$ cat src/rtl/mash_pkg.sv
package mash_pkg;
   // number of cascaded first-order stages
   localparam int STAGES = 3;
   // alignment depth of the cancellation network (order of the last stage)
   localparam int ALIGN  = STAGES - 1;
   // output code width: range -3..+4 needs four bits
   localparam int OUT_W  = 4;
   typedef logic signed [OUT_W-1:0] mash_code_t;
endpackage

$ cat src/rtl/mash_acc_stage.sv
module mash_acc_stage #(
   parameter int N = 16
) (
   input  logic         clk,
   input  logic         rst,
   input  logic         en,
   input  logic [N-1:0] in_word,
   output logic         carry,
   output logic [N-1:0] resid
);
   localparam int SUM_W = N + 1;

   logic [SUM_W-1:0] sum;
   logic [N-1:0]     acc_q;

   // carry belongs to the update taking place at the coming edge
   assign sum   = {1'b0, acc_q} + {1'b0, in_word};
   assign carry = sum[N];
   assign resid = acc_q;

   always_ff @(posedge clk) begin
      if (rst) begin
         acc_q <= '0;
      end else if (en) begin
         acc_q <= sum[N-1:0];
      end
   end

   // an overflow leaves a wrapped value below the word that was added
   a_r1_wrap_below_input: assert property (@(posedge clk) disable iff (rst)
      (en && carry) |=> (acc_q < $past(in_word)));

   // without an overflow the accumulator cannot decrease
   a_r1_no_wrap_grows: assert property (@(posedge clk) disable iff (rst)
      (en && !carry) |=> (acc_q >= $past(acc_q)));

   // a disabled edge leaves the accumulator untouched
   a_r7_stage_frozen: assert property (@(posedge clk) disable iff (rst)
      (!en) |=> $stable(acc_q));
endmodule

$ cat src/rtl/mash_carry_taps.sv
module mash_carry_taps #(
   parameter int DEPTH = 2,
   parameter int FIRST = 0
) (
   input  logic               clk,
   input  logic               rst,
   input  logic               en,
   input  logic               d,
   output logic [DEPTH-FIRST:0] taps
);
   logic [DEPTH-1:0] hist_q;
   logic [DEPTH:0]   line;

   generate
      if (DEPTH < 1 || FIRST < 0 || FIRST > DEPTH) begin : g_bad_cfg
         $error("mash_carry_taps: need DEPTH >= 1 and 0 <= FIRST <= DEPTH");
      end
   endgenerate

   always_ff @(posedge clk) begin
      if (rst) begin
         hist_q <= '0;
      end else if (en) begin
         hist_q[0] <= d;
         for (int j = 1; j < DEPTH; j++) begin
            hist_q[j] <= hist_q[j-1];
         end
      end
   end

   // line[0] is the current carry, line[j] the carry j enabled steps ago
   assign line = {hist_q, d};
   assign taps = line[DEPTH:FIRST];
endmodule

$ cat src/rtl/mash_diff_net.sv
module mash_diff_net
   import mash_pkg::*;
#(
   parameter int ORDER = 0
) (
   input  logic [ORDER:0] taps,
   output mash_code_t     value
);
   generate
      if (ORDER == 0) begin : g_pass
         assign value = mash_code_t'({3'b000, taps[0]});
      end else if (ORDER == 1) begin : g_first
         mash_code_t t0, t1;
         assign t0    = mash_code_t'({3'b000, taps[0]});
         assign t1    = mash_code_t'({3'b000, taps[1]});
         assign value = t0 - t1;
      end else if (ORDER == 2) begin : g_second
         mash_code_t t0, t1, t2;
         assign t0    = mash_code_t'({3'b000, taps[0]});
         assign t1    = mash_code_t'({2'b00, taps[1], 1'b0});
         assign t2    = mash_code_t'({3'b000, taps[2]});
         assign value = t0 - t1 + t2;
      end else begin : g_bad_order
         $error("mash_diff_net: ORDER must be 0, 1 or 2");
         assign value = '0;
      end
   endgenerate
endmodule

$ cat src/rtl/mash111_mod.sv
module mash111_mod
   import mash_pkg::*;
#(
   parameter int N = 16
) (
   input  logic         clk,
   input  logic         rst,
   input  logic         en,
   input  logic [N-1:0] x_in,
   output logic [3:0]   y_out
);
   generate
      if (N < 2 || N > 30) begin : g_bad_width
         $error("mash111_mod: N must lie in 2..30");
      end
      if (OUT_W != 4) begin : g_bad_out
         $error("mash111_mod: output code must be four bits");
      end
   endgenerate

   logic [N-1:0] stage_in [STAGES];
   logic [N-1:0] resid    [STAGES];
   logic         carry    [STAGES];
   mash_code_t   contrib  [STAGES];
   mash_code_t   y_next;
   mash_code_t   y_q;

   assign stage_in[0] = x_in;

   generate
      for (genvar i = 0; i < STAGES; i++) begin : g_stage
         if (i > 0) begin : g_chain
            assign stage_in[i] = resid[i-1];
         end

         mash_acc_stage #(.N(N)) u_acc (
            .clk    (clk),
            .rst    (rst),
            .en     (en),
            .in_word(stage_in[i]),
            .carry  (carry[i]),
            .resid  (resid[i])
         );

         // stage i: delayed by ALIGN-i, then differenced i times
         logic [i:0] tp;

         mash_carry_taps #(.DEPTH(ALIGN), .FIRST(ALIGN - i)) u_taps (
            .clk (clk),
            .rst (rst),
            .en  (en),
            .d   (carry[i]),
            .taps(tp)
         );

         mash_diff_net #(.ORDER(i)) u_diff (
            .taps (tp),
            .value(contrib[i])
         );
      end
   endgenerate

   always_comb begin
      y_next = '0;
      for (int i = 0; i < STAGES; i++) begin
         y_next = y_next + contrib[i];
      end
   end

   always_ff @(posedge clk) begin
      if (rst) begin
         y_q <= '0;
      end else if (en) begin
         y_q <= y_next;
      end
   end

   assign y_out = y_q;

   // output code stays inside -3..+4
   a_r4_code_range: assert property (@(posedge clk) disable iff (rst)
      (($signed(y_q) >= -3) && ($signed(y_q) <= 4)));

   // a reset edge zeroes the output and every accumulator
   a_r6_reset_clears: assert property (@(posedge clk)
      rst |=> ((y_q == '0) && (resid[0] == '0) && (resid[1] == '0) && (resid[2] == '0)));

   // a disabled edge leaves the output unchanged
   a_r7_output_hold: assert property (@(posedge clk) disable iff (rst)
      (!en) |=> $stable(y_q));

   // a disabled edge also freezes the residue that feeds the next stage
   a_r2_chain_frozen: assert property (@(posedge clk) disable iff (rst)
      (!en) |=> ($stable(resid[0]) && $stable(resid[1])));

   // with no carry anywhere, now or in the two previous steps, the output is zero
   a_r3_quiet_output: assert property (@(posedge clk) disable iff (rst)
      (en && !carry[0] && !carry[1] && !carry[2] && (y_next == '0)) |=> (y_q == '0));
endmodule

$ cat config.mk
export PLATFORM = sky130hd
export DESIGN_NAME = mash111_mod
export DESIGN_NICKNAME = d
export VERILOG_FILES = /design/src/rtl/mash_pkg.sv /design/src/rtl/mash_acc_stage.sv /design/src/rtl/mash_carry_taps.sv /design/src/rtl/mash_diff_net.sv /design/src/rtl/mash111_mod.sv
export SDC_FILE = /design/constraint.sdc
export NUM_CORES = 1
export LEC_CHECK = 0
export ABC_AREA = 0
export CORE_UTILIZATION = 60
export DETAILED_ROUTE_END_ITERATION = 8
export DONT_BUFFER_PORTS = 1
export PLACE_DENSITY = 0.82
export REMOVE_ABC_BUFFERS = 1
export SETUP_SLACK_MARGIN = 0.1
export SYNTH_ARGS = -nofsm -noshare
export SYNTH_HDL_FRONTEND = slang
export SYNTH_SLANG_ARGS = --single-unit
$ cat constraint.sdc
create_clock -name clk -period 3.4 [get_ports clk]
set_input_delay 0.34 -clock clk [delete_from_list [all_inputs] [get_ports clk]]
set_output_delay 0.34 -clock clk [all_outputs]
set_load 0.01 [all_outputs]
; Word-level counts from Yosys, hierarchy flattened
; Index checks and enable logic that the tools add are counted.
; W data, S select, Z words.
[classes]
addsub = 8
[ops]
columns = op, n
row1 = $add A16 B16 Y17, 3
row2 = $add A2 B4 Y4, 1
row3 = $add A4 B2 Y4, 1
row4 = $add A4 B4 Y4, 1
row5 = $sub A1 B2 Y3, 1
row6 = $sub A1 B1 Y2, 1
[totals]
reg_bits = 58
inputBits = 19
out_inout_bits = 4
wordCells = 15

; Depth between registers and ports, before layout
[depth]
word_depth = 4
mapped_depth = 13
ltp_nobuf = 13

; Hierarchy
; From an unflattened synthesis, not the netlist that was laid out.
[unflattened]
cells_unflattened = 534
hier_area_um2 = 4605.7
[by_module_without_submodules]
columns = mod, n_inst, cells_each, area_per_inst_um2, seq_area_each_um2
row1 = mash_acc_stage, 3, 158, 1330.0, 320.3
row2 = mash111_mod, 1, 26, 296.5, 80.1
row3 = mash_carry_taps at g_stage[0].u_taps ..., 2, 6, 67.6, 40.0
row4 = mash_carry_taps at g_stage[2].u_taps, 1, 7, 75.1, 40.0
row5 = mash_diff_net at g_stage[2].u_diff, 1, 5, 40.0, 0.0
row6 = mash_diff_net at g_stage[1].u_diff, 1, 5, 35.0, 0.0
row7 = mash_diff_net at g_stage[0].u_diff, 1, 5, 33.8, 0.0

; Least setup slack after synthesis
; OpenSTA, ideal clock, no wires.
[synth_path]
kind = register -> register
startpoint = register g_stage[1].u_acc.acc_q[0]
endpoint = register y_q[1] (netlist: y_out[1])
setup_time_ns = 0.086
arrival_ns = 2.772
required_ns = 3.314
setup_slack_ns = 0.542
stages_incl_launch_ff = 13
n_path_buf = 0
synth_period_minus_slack_ns = 2.858
path_cell_list = dfxtp_1 ha_1 fa_1 a21oi_2 o211a_4 nor3_2 o31a_1 o2111ai_1 a31oi_1 ha_1 inv_1 fa_1 a211oi_1
[synth_via]
elab_chain_cells = 4
[synth_lines]
columns = element, line_no
row1 = from (decl), mash_acc_stage.sv:14  ; logic [N-1:0] acc_q;
row2 = from (signal assigned), mash_acc_stage.sv:25  ; acc_q <= sum[N-1:0];
row3 = $add A16 B16 Y17, mash_acc_stage.sv:17  ; assign sum = {1'b0, acc_q} + {1'b0, in_word};
row4 = net g_stage[2].tp[0], mash111_mod.sv:46  ; logic [i:0] tp;
row5 = $sub A1 B2 Y3, mash_diff_net.sv:22  ; assign value = t0 - t1 + t2;
row6 = $add A4 B2 Y4, mash_diff_net.sv:22
row7 = $add A4 B4 Y4, mash111_mod.sv:66  ; y_next = y_next + contrib[i];
row8 = to (signal assigned), mash111_mod.sv:74  ; y_q <= y_next;
row9 = to (decl), mash111_mod.sv:26  ; mash_code_t y_q;
; The timed path passes the listed nets, and every way through them passes these cells.
; A chain may end at the register's enable or synchronous reset.

; Final worst setup path
; Ends and elaborated chain as after synthesis.

==> results_dict.tcl <==
set metrics [dict create \
    via_count 3945 \
    peakVddDrop_mv 0.200 \
    slew_headroom 0.262 \
    setup_viol 0 \
    die_h_um 87.5 \
    grt_util_all_layers 0.272 \
    synth.distinct_cells 64 \
    die_area_mm2 0.00765 \
    startpoint "g_stage[1].u_acc.resid[0]" \
    clockBufferDepth 2 \
    postRouteAntennaNets 0 \
    async_reset_ff_frac 0 \
    initial_core_util 0.634 \
    ys.flop_type "dfxtp_1" \
    final_cells 613 \
    synth_seq_cells 58 \
    endpoint_kind "flip-flop" \
    die_w_um 87.5 \
    critPathMaxFanout 4 \
    synth_top_area_share 0.265 \
    p_per_area_mw_per_mm2 454 \
    drv_slew 0 \
    min_path_type "in2reg" \
    grt_max_degree 57 \
    io_buffers 0 \
    synthTopCellsByArea "dfxtp_1, ha_1, nor2_1" \
    skew_ns 0.0111 \
    tightest_slew_ns 1.10 \
    maxCapViolations 0 \
    finalCritPeriodShare 0.906 \
    ioPinCount 23 \
    cts_tree "built" \
    clk_pin_slew_worst_paths_ns 0.07 \
    fin_setup_tns_ns 0 \
    path_cells "ha_1, fa_1, a21oi_2, o211a_4, nor3_2, o31a_1, o2111ai_1, a31oi_1, ha_1, inv_1, fa_1, a211oi_1" \
    avgSynthCellArea_um2 8.39 \
    r2r-start "g_stage[1].u_acc.resid[0]" \
    drtIter0Drc 165 \
    syn_area_mm2 0.00438 \
    drive_gt1_frac 0.0542 \
    yosysMostFrequentCell "nor2_1" \
    leakage_uw 0.00203 \
    post-route-min-period_ns 3.08 \
    hpwl_mm 7.07 \
    finalWeightedCongestion 0.885 \
    synth.largest_area_cell "dfxtp_1" \
    vias_per_cell 6.44 \
    hp-start "rst" \
    cp-start-kind "flip-flop" \
    postCtsSetupBuffers 0 \
    critical_path_arrival_ns 3.35 \
    clock_latency_ns 0.34 \
    htreeDepth 3 \
    placed_cells 599 \
    cts_sinks 58 \
    synth_edf_count 0 \
    critPathBufInv 1 \
    grt_pass1_wl_mm 16.2 \
    synthTopCellsByCount "nor2_1, dfxtp_1, ha_1" \
    wirelength_mm 10.0 \
    ctsResizeCount 0 \
    layout.nets 591 \
    num_rows 30 \
    fill_cells 585 \
    areaGrowthSynthToFinish_pct 5.51 \
    worstPathRequired_ns 3.67 \
    grt_pass1_vias 3781 \
    synth_cells 522 \
    core_mm2 0.00691 \
    regArea_mm2 0.00116 \
    first_pass_iters 4 \
    crit_path_top_delay_cell "fa_1" \
    root_buffer "clkbuf_8" \
    cts_hold_buf 0 \
    cts_buffers 9 \
    drc 0 \
    path_delay_family "adder cells" \
    rsz0062_at_grt "no" \
    max_freq_mhz 325 \
    n_antenna_cell 0 \
    antenna_found_initial 0 \
    final_hold_viol_count 0 \
    grt_overflow 0 \
    yosysSeqAreaShare 0.265 \
    critical_path_class "reg2reg" \
    ys.warnings.count 0 \
    wl_per_cell_um 16.3 \
    multiInputGateArea_mm2 0.00308 \
    slowest_delay_ns 0.45 \
    status "completed" \
]
==> sequential cells by signal, indices dropped and copies added (netlist names) <==
register / count
g_stage.u_acc.resid: 48
g_stage.u_taps.hist_q: 4
g_stage.u_taps.taps: 2
y_out: 4
==> where the power goes <==
group | internal, uW | total [uW] | switching (uW)
clock network | 367 | 633 | 266
logic | 274 | 638 | 364
registers | 755 | 827 | 72.0
==> cells by family (layout without fill, tap and decap cells) <==
kind of cell / after synthesis / in the layout / share of synthesized area
compound gates: 166 / 166 / 0.272
xor+xnor: 22 / 22 / 0.0440
fa+ha+maj: 58 / 58 / 0.174
buf+inv: 37 / 32 / 0.0323
flops: 58 / 58 / 0.265
mux: 19 / 19 / 0.0434
simple gates: 162 / 162 / 0.169
==> worst paths after layout <==
kind | depth (start not counted) | endpoint | slack, ns
setup reg to reg | 12 | y_out[1] | 0.32
setup / recovery | 12 | y_out[1] | 0.32
hold / removal | 1 | g_stage[2].u_acc.resid[0] | 0.06
hold reg to reg | 2 | g_stage[2].u_acc.resid[14] | 0.47
==> area by class of cell <==
| type | instances | area share |
|---|---|---|
| Tap cell | 96 | 0.0260 |
| Sequential cell | 58 | 0.251 |
| Multi-Input combinational cell | 427 | 0.666 |
| Inverter | 17 | 0.0138 |
| Clock inverter | 3 | 0.00866 |
| Clock buffer | 11 | 0.0327 |
| Timing Repair Buffer | 1 | 0.00162 |
==> layout by cell type, fill, tap and decap left out, types with 16 or more instances in the layout <==
cell	instances
a211oi_1	23
a21oi_1	36
dfxtp_1	58
ha_1	53
inv_1	17
mux2i_1	19
nand2_1	39
nand3_1	16
nor2_1	63
o21ai_0	25
xnor2_1	17
==> routing by layer <==
layer  vias up  share of wire  global-route usage
met5         -              0                   0
met4         0          0.026               0.134
met3        31          0.056              0.0474
met2       112           0.47               0.464
met1      1846           0.45               0.328
li1       1956              -                   -
==> metrics by stage <==
| stage | cell area, um2 | utilization | worst slack (ns) | power [uW] | hold slack (ns) |
|---|---|---|---|---|---|
| after floorplan | 4300 | - | 0.542 | 1330 | 0.409 |
| after global placement | 4430 | 0.642 | 0.386 | 1430 | 0.419 |
| after detailed placement | 4430 | 0.642 | 0.332 | 1460 | 0.420 |
| after CTS | 4620 | 0.669 | 0.314 | 2100 | 0.0577 |
| after global routing | 4620 | 0.669 | 0.161 | 2220 | 0.0557 |
| final | 4620 | 0.669 | 0.318 | 2100 | 0.0647 |
No activity file was read; power rests on OpenSTA's default activity.
